**config.mk**
```make
export PLATFORM = sky130hd
export DESIGN_NAME = pwm_bank
export DESIGN_NICKNAME = d
export VERILOG_FILES = /design/src/rtl/pwm_bank_pkg.sv /design/src/rtl/pwm_bank_regs.sv /design/src/rtl/pwm_bank_sync.sv /design/src/rtl/pwm_bank_chan.sv /design/src/rtl/pwm_bank.sv
export SDC_FILE = /design/constraint.sdc
export NUM_CORES = 2
export LEC_CHECK = 0
export BUFFER_PORTS_ARGS = -buffer_cell sky130_fd_sc_hd__buf_2
export CAP_MARGIN = 5
export CORE_UTILIZATION = 58
export CTS_CLUSTER_DIAMETER = 150
export DETAILED_ROUTE_END_ITERATION = 8
export HOLD_SLACK_MARGIN = 0.03
export PLACE_DENSITY = 0.77
export SETUP_SLACK_MARGIN = 0.02
export SYNTH_ARGS = -nofsm -noshare
export SYNTH_HDL_FRONTEND = slang
export SYNTH_HIERARCHICAL = 1
export SYNTH_SLANG_ARGS = --single-unit
```
**constraint.sdc**
```tcl
create_clock -name clk_i -period 4.5 [get_ports clk_i]
set_input_delay 0.45 -clock clk_i [delete_from_list [all_inputs] [get_ports clk_i]]
set_output_delay 0.45 -clock clk_i [all_outputs]
set_load 0.02 [all_outputs]
```
**src/rtl/pwm_bank_pkg.sv**
```systemverilog
package pwm_bank_pkg;
  localparam int DATA_W = 32;
  localparam int ADDR_W = 8;

  localparam logic [ADDR_W-1:0] A_VERSION = 8'h00;
  localparam logic [ADDR_W-1:0] A_IDENT   = 8'h04;
  localparam logic [ADDR_W-1:0] A_SCRATCH = 8'h08;
  localparam logic [ADDR_W-1:0] A_MAGIC   = 8'h0C;
  localparam logic [ADDR_W-1:0] A_CTRL    = 8'h10;
  localparam logic [ADDR_W-1:0] A_NCHAN   = 8'h14;
  localparam logic [ADDR_W-1:0] A_CONFIG  = 8'h18;

  localparam logic [DATA_W-1:0] VERSION_VAL = 32'h0002_0100;
  localparam logic [DATA_W-1:0] MAGIC_VAL   = 32'h601A_3471;

  // addr_i[7:6] selects the bank, addr_i[5:2] selects the channel
  typedef enum logic [1:0] {
    BANK_GLOBAL = 2'b00,
    BANK_PERIOD = 2'b01,
    BANK_HIGH   = 2'b10,
    BANK_DELAY  = 2'b11
  } bank_e;

  typedef struct packed {
    logic [DATA_W-1:0] period;
    logic [DATA_W-1:0] high;
    logic [DATA_W-1:0] delay;
  } chan_cfg_t;
endpackage

```
**src/rtl/pwm_bank_regs.sv**
```systemverilog
module pwm_bank_regs
  import pwm_bank_pkg::*;
#(
  parameter int NUM_CH = 4,
  parameter logic [DATA_W-1:0] ID_VAL = 32'h0000_0001
) (
  input  logic              clk_i,
  input  logic              rst_ni,
  input  logic              req_i,
  input  logic              we_i,
  input  logic [ADDR_W-1:0] addr_i,
  input  logic [DATA_W-1:0] wdata_i,
  output logic [DATA_W-1:0] rdata_o,
  output chan_cfg_t         stage_o [NUM_CH],
  output logic              hold_o,
  output logic              align_o,
  output logic              load_o
);
  localparam int IDX_W = 4;

  logic [DATA_W-1:0] scratch_q;
  logic              hold_q, align_q;
  chan_cfg_t         stage_q [NUM_CH];

  logic              aligned, wr, rd;
  bank_e             bank;
  logic [IDX_W-1:0]  idx;
  logic              idx_ok;

  assign aligned = (addr_i[1:0] == 2'b00);
  assign wr      = req_i && we_i && aligned;
  assign rd      = req_i && !we_i && aligned;
  assign bank    = bank_e'(addr_i[7:6]);
  assign idx     = addr_i[5:2];
  assign idx_ok  = int'(idx) < NUM_CH;

  assign load_o  = wr && (addr_i == A_CTRL) && wdata_i[1];
  assign hold_o  = hold_q;
  assign align_o = align_q;

  always_ff @(posedge clk_i or negedge rst_ni) begin
    if (!rst_ni) begin
      scratch_q <= '0;
      hold_q    <= 1'b1;
      align_q   <= 1'b0;
    end else if (wr && bank == BANK_GLOBAL) begin
      case (addr_i)
        A_SCRATCH: scratch_q <= wdata_i;
        A_CTRL:    hold_q    <= wdata_i[0];
        A_CONFIG:  align_q   <= wdata_i[1];
        default: ;
      endcase
    end
  end

  for (genvar g = 0; g < NUM_CH; g++) begin : g_stage
    always_ff @(posedge clk_i or negedge rst_ni) begin
      if (!rst_ni) begin
        stage_q[g] <= '0;
      end else if (wr && int'(idx) == g) begin
        case (bank)
          BANK_PERIOD: stage_q[g].period <= wdata_i;
          BANK_HIGH:   stage_q[g].high   <= wdata_i;
          BANK_DELAY:  stage_q[g].delay  <= wdata_i;
          default: ;
        endcase
      end
    end
    assign stage_o[g] = stage_q[g];
  end

  logic [DATA_W-1:0] rd_mux;
  always_comb begin
    rd_mux = '0;
    if (bank == BANK_GLOBAL) begin
      case (addr_i)
        A_VERSION: rd_mux = VERSION_VAL;
        A_IDENT:   rd_mux = ID_VAL;
        A_SCRATCH: rd_mux = scratch_q;
        A_MAGIC:   rd_mux = MAGIC_VAL;
        A_CTRL:    rd_mux = {{(DATA_W-1){1'b0}}, hold_q};
        A_NCHAN:   rd_mux = DATA_W'(NUM_CH);
        A_CONFIG:  rd_mux = {{(DATA_W-2){1'b0}}, align_q, 1'b0};
        default:   rd_mux = '0;
      endcase
    end else begin
      for (int i = 0; i < NUM_CH; i++) begin
        if (idx_ok && int'(idx) == i) begin
          case (bank)
            BANK_PERIOD: rd_mux = stage_q[i].period;
            BANK_HIGH:   rd_mux = stage_q[i].high;
            BANK_DELAY:  rd_mux = stage_q[i].delay;
            default:     rd_mux = '0;
          endcase
        end
      end
    end
  end

  always_ff @(posedge clk_i or negedge rst_ni) begin
    if (!rst_ni)  rdata_o <= '0;
    else if (rd)  rdata_o <= rd_mux;
  end

  assert_load_reads_zero_R3: assert property (@(posedge clk_i) disable iff (!rst_ni)
    (rd && addr_i == A_CTRL) |=> (rdata_o[1] == 1'b0));
endmodule

```
**src/rtl/pwm_bank_sync.sv**
```systemverilog
module pwm_bank_sync #(
  parameter int NUM_CH = 4
) (
  input  logic              clk_i,
  input  logic              rst_ni,
  input  logic              load_i,
  input  logic              align_i,
  input  logic              hold_i,
  input  logic [NUM_CH-1:0] wrap_i,
  input  logic [NUM_CH-1:0] en_i,
  output logic              apply_o
);
  logic              pending_q;
  logic [NUM_CH-1:0] done_q;
  logic              all_done;

  assign all_done = &(done_q | wrap_i | ~en_i);

  always_comb begin
    if (hold_i || align_i) apply_o = load_i;
    else                   apply_o = pending_q && all_done;
  end

  always_ff @(posedge clk_i or negedge rst_ni) begin
    if (!rst_ni) begin
      pending_q <= 1'b0;
      done_q    <= '0;
    end else if (hold_i) begin
      pending_q <= 1'b0;
      done_q    <= '0;
    end else if (load_i && !align_i) begin
      pending_q <= 1'b1;
      done_q    <= '0;
    end else if (apply_o) begin
      pending_q <= 1'b0;
      done_q    <= '0;
    end else if (pending_q) begin
      done_q    <= done_q | wrap_i;
    end
  end

  // a deferred apply can only follow a load that was held
  assert_defer_needs_load_R10: assert property (@(posedge clk_i) disable iff (!rst_ni)
    (!align_i && !hold_i && !load_i && apply_o) |-> pending_q);
endmodule

```
**src/rtl/pwm_bank_chan.sv**
```systemverilog
module pwm_bank_chan
  import pwm_bank_pkg::*;
(
  input  logic      clk_i,
  input  logic      rst_ni,
  input  logic      hold_i,
  input  logic      apply_i,
  input  chan_cfg_t stage_i,
  output logic      en_o,
  output logic      wrap_o,
  output logic      pwm_o
);
  chan_cfg_t         live_q;
  logic [DATA_W-1:0] cnt_q;
  logic [DATA_W:0]   high_end;

  assign en_o     = !hold_i && (live_q.period != '0);
  assign wrap_o   = en_o && (cnt_q == live_q.period - 1'b1);
  assign high_end = {1'b0, live_q.delay} + {1'b0, live_q.high};

  always_ff @(posedge clk_i or negedge rst_ni) begin
    if (!rst_ni)      live_q <= '0;
    else if (apply_i) live_q <= stage_i;
  end

  always_ff @(posedge clk_i or negedge rst_ni) begin
    if (!rst_ni)                cnt_q <= '0;
    else if (!en_o || apply_i)  cnt_q <= '0;
    else if (wrap_o)            cnt_q <= '0;
    else                        cnt_q <= cnt_q + 1'b1;
  end

  // cnt_q < period always, so the window is clipped at the period end
  assign pwm_o = en_o && (live_q.delay < live_q.period) &&
                 (cnt_q >= live_q.delay) && ({1'b0, cnt_q} < high_end);

  assert_cnt_in_range_R6: assert property (@(posedge clk_i) disable iff (!rst_ni)
    en_o |-> (cnt_q < live_q.period));
  assert_restart_on_apply_R5: assert property (@(posedge clk_i) disable iff (!rst_ni)
    apply_i |=> (cnt_q == '0));
  assert_live_stable_R4: assert property (@(posedge clk_i) disable iff (!rst_ni)
    !apply_i |=> $stable(live_q));
endmodule

```
**src/rtl/pwm_bank.sv**
```systemverilog
module pwm_bank
  import pwm_bank_pkg::*;
#(
  parameter int NUM_CH = 4,
  parameter logic [31:0] ID_VAL = 32'h0000_0001
) (
  input  logic              clk_i,
  input  logic              rst_ni,
  input  logic              req_i,
  input  logic              we_i,
  input  logic [7:0]        addr_i,
  input  logic [31:0]       wdata_i,
  output logic [31:0]       rdata_o,
  output logic [NUM_CH-1:0] pwm_o
);
  chan_cfg_t         stage [NUM_CH];
  logic              hold, align, load, apply;
  logic [NUM_CH-1:0] en, wrap;

  pwm_bank_regs #(.NUM_CH(NUM_CH), .ID_VAL(ID_VAL)) u_regs (
    .clk_i   (clk_i),
    .rst_ni  (rst_ni),
    .req_i   (req_i),
    .we_i    (we_i),
    .addr_i  (addr_i),
    .wdata_i (wdata_i),
    .rdata_o (rdata_o),
    .stage_o (stage),
    .hold_o  (hold),
    .align_o (align),
    .load_o  (load)
  );

  pwm_bank_sync #(.NUM_CH(NUM_CH)) u_sync (
    .clk_i   (clk_i),
    .rst_ni  (rst_ni),
    .load_i  (load),
    .align_i (align),
    .hold_i  (hold),
    .wrap_i  (wrap),
    .en_i    (en),
    .apply_o (apply)
  );

  for (genvar g = 0; g < NUM_CH; g++) begin : g_chan
    pwm_bank_chan u_chan (
      .clk_i   (clk_i),
      .rst_ni  (rst_ni),
      .hold_i  (hold),
      .apply_i (apply),
      .stage_i (stage[g]),
      .en_o    (en[g]),
      .wrap_o  (wrap[g]),
      .pwm_o   (pwm_o[g])
    );
  end

  assert_hold_forces_low_R9: assert property (@(posedge clk_i) disable iff (!rst_ni)
    hold |-> (pwm_o == '0));
  assert_low_after_reset_R11: assert property (@(posedge clk_i) disable iff (!rst_ni)
    $rose(rst_ni) |-> (pwm_o == '0));
endmodule

```
==> results_dict.tcl <==
set metrics [dict create \
    status "finished with violations" \
    violations "setup timing" \
    p_int_w 0.0191 \
    power_w 0.0300 \
    die_w_um 327 \
    rsz0062_at_grt "yes" \
    place_ws_ns -0.723 \
    cts_tree "built" \
    tightest_slew_ns 1.09 \
    clockBufferDepth 3 \
    stdcell_count 7942 \
    grt_pass1_vias 49606 \
    cts_buffers 101 \
    regArea_um2 24200 \
    root_buffer "clkbuf_16" \
    min-delay-start "addr_i[3]" \
    dieHeight_um 327 \
    dr.pass1.iters 6 \
    synth-seq-cells 967 \
    combPwrFrac 0.335 \
    avgSynthCellArea_um2 10.2 \
    hold_class "in -> reg" \
    final_cell_mix "dfrtp_1 (963), mux2_2 (577), buf_4 (526)" \
    path_cells "ha_2 -> fa_2 -> a21o_1 -> a221oi_4 -> buf_4 -> nor2b_1 -> a21oi_1 -> buf_4 -> xor2_1 -> ha_1 -> and4_1 -> o21ai_0 -> o21ai_0 -> o2111ai_1 -> a31oi_1 -> buf_4 -> o21a_1 -> a2111oi_4 -> buf_4" \
    reg2reg_to "g_chan[3].u_chan/live_q[52]" \
    synth_top_cell_area_share 0.394 \
    yosys_warnings 6 \
    yosysTopAreaCell "dfrtp_1" \
    yosys_most_used_dff "dfrtp_1" \
    hold_viol_final 0 \
    cp.buffers_inverters 4 \
    clock-sinks 967 \
    drv_cap 0 \
    setup_viol_count_final 4 \
    worstReg2RegStart "g_chan[0].u_chan/live_q[66]" \
    fin_skew_ns 0.0321 \
    reg2reg_slack_ns 0.11 \
    async_reset_ff_frac 1.00 \
    placed_area_um2 66700 \
    crit_family "compound AO/OA/AOI/OAI gates" \
    nets 7037 \
    crit_top_cell "buf_4" \
    pin_count 80 \
    final_common_cell "dfrtp_1" \
    cp-end-kind "output port" \
    slew_violations 0 \
    power.share.sequential 0.372 \
    path_class "reg -> out" \
    track_usage 0.361 \
    wirelength_um 199000 \
    synth_edf_count 0 \
    synthTopCellsByArea "dfrtp_1 (39%), mux2_2 (11%), ha_1 (11%), o21ai_0 (3.4%), xnor2_1 (3.2%)" \
    wl_per_cell_um 25.1 \
    postLayoutCellArea_um2 71700 \
    row_count 118 \
    holdPathStages 3 \
    h-tree-depth 3 \
    multiInputGateArea_um2 35500 \
    dp_hpwl_um 145000 \
    postRouteAntennaNets 0 \
    worstPathMaxFanout 2 \
    grt_pass1_wl_um 298000 \
    p_sw_frac 0.363 \
    clockPowerShare 0.292 \
    start_util 0.589 \
    syn_nets 6565 \
    grt_max_degree 110 \
    design.core.area_um2 104000 \
    place.port_buffers 79 \
    startpoint_type "flop" \
    worstHoldEndpoint "u_regs/align_o" \
    vias 51546 \
    vdd_ir_drop_max_mv 0.412 \
    p_per_area_nw_per_um2 418 \
    yosysSeqAreaShare 0.394 \
    syn_area_um2 61400 \
    max_freq_ghz 0.179 \
    slew_headroom 0.269 \
    reg2reg_depth 16 \
    grt.overflow.total 0 \
    slowest_stage "dfrtp_1" \
    worstPathRequired_ns 4.05 \
    clkTransAtPathRegs_ns 0.06 \
    drtIter0Drc 5445 \
    ys_types 102 \
    areaGrowthSynthToFinish_pct 16.8 \
    post-place-cells 7690 \
    nFillCells 7827 \
    min_period_ns 5.57 \
    slowest_delay_ns 0.39 \
    netlist_instances 6001 \
    p_sw_w 0.0109 \
    fin_crit_sh 1.24 \
    antenna_found_initial 17 \
    gp_congestion 1.00 \
    drc 0 \
    dieArea_um2 107000 \
    insertion_delay_ns 0.72 \
    via_per_inst 6.49 \
    setup_slack_ns -1.07 \
    p_leak_nw 35.4 \
    cp.arrival_ns 5.12 \
    drive_gt1_frac 0.265 \
]
[layer usage]
| metal | share of wire | global-route usage |
|---|---|---|
| met1 | 0.42 | 0.510 |
| met2 | 0.43 | 0.523 |
| met3 | 0.099 | 0.0757 |
| met4 | 0.060 | 0.186 |
| met5 | 0.00011 | 0.00843 |
[how the worst max path moves through the flow]
stage / from / endpoint / slack, ns / depth (start not counted)
2_1_floorplan: g_chan[1].u_chan/live_q[4] / pwm_o[1] / -0.11 / 17
3_3_place_gp: g_chan[1].u_chan/live_q[0] / pwm_o[1] / -0.80 / 20
3_5_place_dp: g_chan[1].u_chan/live_q[4] / pwm_o[1] / -0.72 / 19
4_1_cts: g_chan[1].u_chan/live_q[1] / pwm_o[1] / -1.15 / 19
5_1_grt: g_chan[1].u_chan/live_q[4] / pwm_o[1] / -1.31 / 19
6_report: g_chan[1].u_chan/live_q[32] / pwm_o[1] / -1.07 / 19
[worst reg2reg max path, delay by kind of cell, from the launching register on]
kind,cells,cell delay [ns]
AO/OA/AOI/OAI,1,0.20
XOR/XNOR,1,0.12
buffers and inverters,4,0.69
flip-flops,1,0.42
multiplexers,1,0.36
AND/OR/NAND/NOR,9,2.48
[Yosys cell counts, drive strengths merged (7+ instances only)]
master	n
nor2	285
nand3b	7
a221o	12
xnor2	224
o21ai	421
clkbuf	191
nor3	100
nand2b	46
a221oi	72
o22ai	17
o211ai	39
and3	57
mux2	609
mux2i	78
or3	36
a21oi	245
nor3b	12
buf	106
xor2	171
or4	25
nand2	452
nor4	137
o2bb2ai	35
nor4b	13
o221ai	7
o21bai	13
inv	323
a211o	19
o21a	38
ha	516
o2111ai	15
o31ai	23
nand3	116
nand4	110
dfrtp	966
and2	16
a211oi	99
a31oi	28
a2111oi	37
or2	15
nor2b	28
and4	16
a21o	134
[registers in the layout (all words and copies together), names as in the netlist]
| register | count |
|---|---|
| u_regs/align_o | 1 |
| u_regs/hold_o | 1 |
| u_regs/rdata_o | 32 |
| u_sync/pending_q | 1 |
| g_chan.u_chan/live_q | 384 |
| u_regs/scratch_q | 32 |
| g_chan.u_chan/cnt_q | 128 |
| u_sync/done_q | 4 |
| u_regs/stage_o | 384 |
[layout make-up]
cell class                 count  share of cell area
clock inverter                45             0.00766
multi-input combinational   4413               0.495
inverter                     324              0.0170
clock buffer                 135              0.0400
sequential                   967               0.337
antenna                       12            0.000419
timing repair buffer         666              0.0789
tap                         1380              0.0241
[metrics by stage]
step,hold slack (ns),util,setup TNS (ns)
after floorplan,0.154,-,-0.110
after global placement,0.482,0.640,-1.80
after detailed placement,0.488,0.640,-2.64
after CTS,0.217,0.676,-3.70
after global routing,0.254,0.688,-4.31
final,0.249,0.688,-3.58
[what timing repair did]
item | in CTS | in global routing
cloned | 0 | 13
pin swaps | 49 | 62
hold endpoints to repair | 68 | 0
setup endpoints to repair | 217 | 495
gates resized for setup | 62 | 118
setup buffers | 16 | 30
hold buffers | 1 | 0
[power by group through the flow]
stage,clock (W),combinational (W),sequential (W)
2_1_floorplan,0,0.00616,0.0108
3_3_place_gp,0,0.00916,0.0112
3_5_place_dp,0,0.00950,0.0112
4_1_cts,0.00882,0.00969,0.0111
5_1_grt,0.00916,0.0110,0.0113
6_report,0.00877,0.0101,0.0112
[logic make-up after synthesis]
| group | count (synthesis) | synth area share |
|---|---|---|
| flops | 967 | 0.394 |
| mux | 687 | 0.126 |
| fa+ha+maj | 520 | 0.106 |
| xor+xnor | 395 | 0.0563 |
| simple gates | 1489 | 0.134 |
| buf+inv | 621 | 0.0417 |
| compound gates | 1322 | 0.141 |
Note: power is estimated with default switching activity, not from simulation.
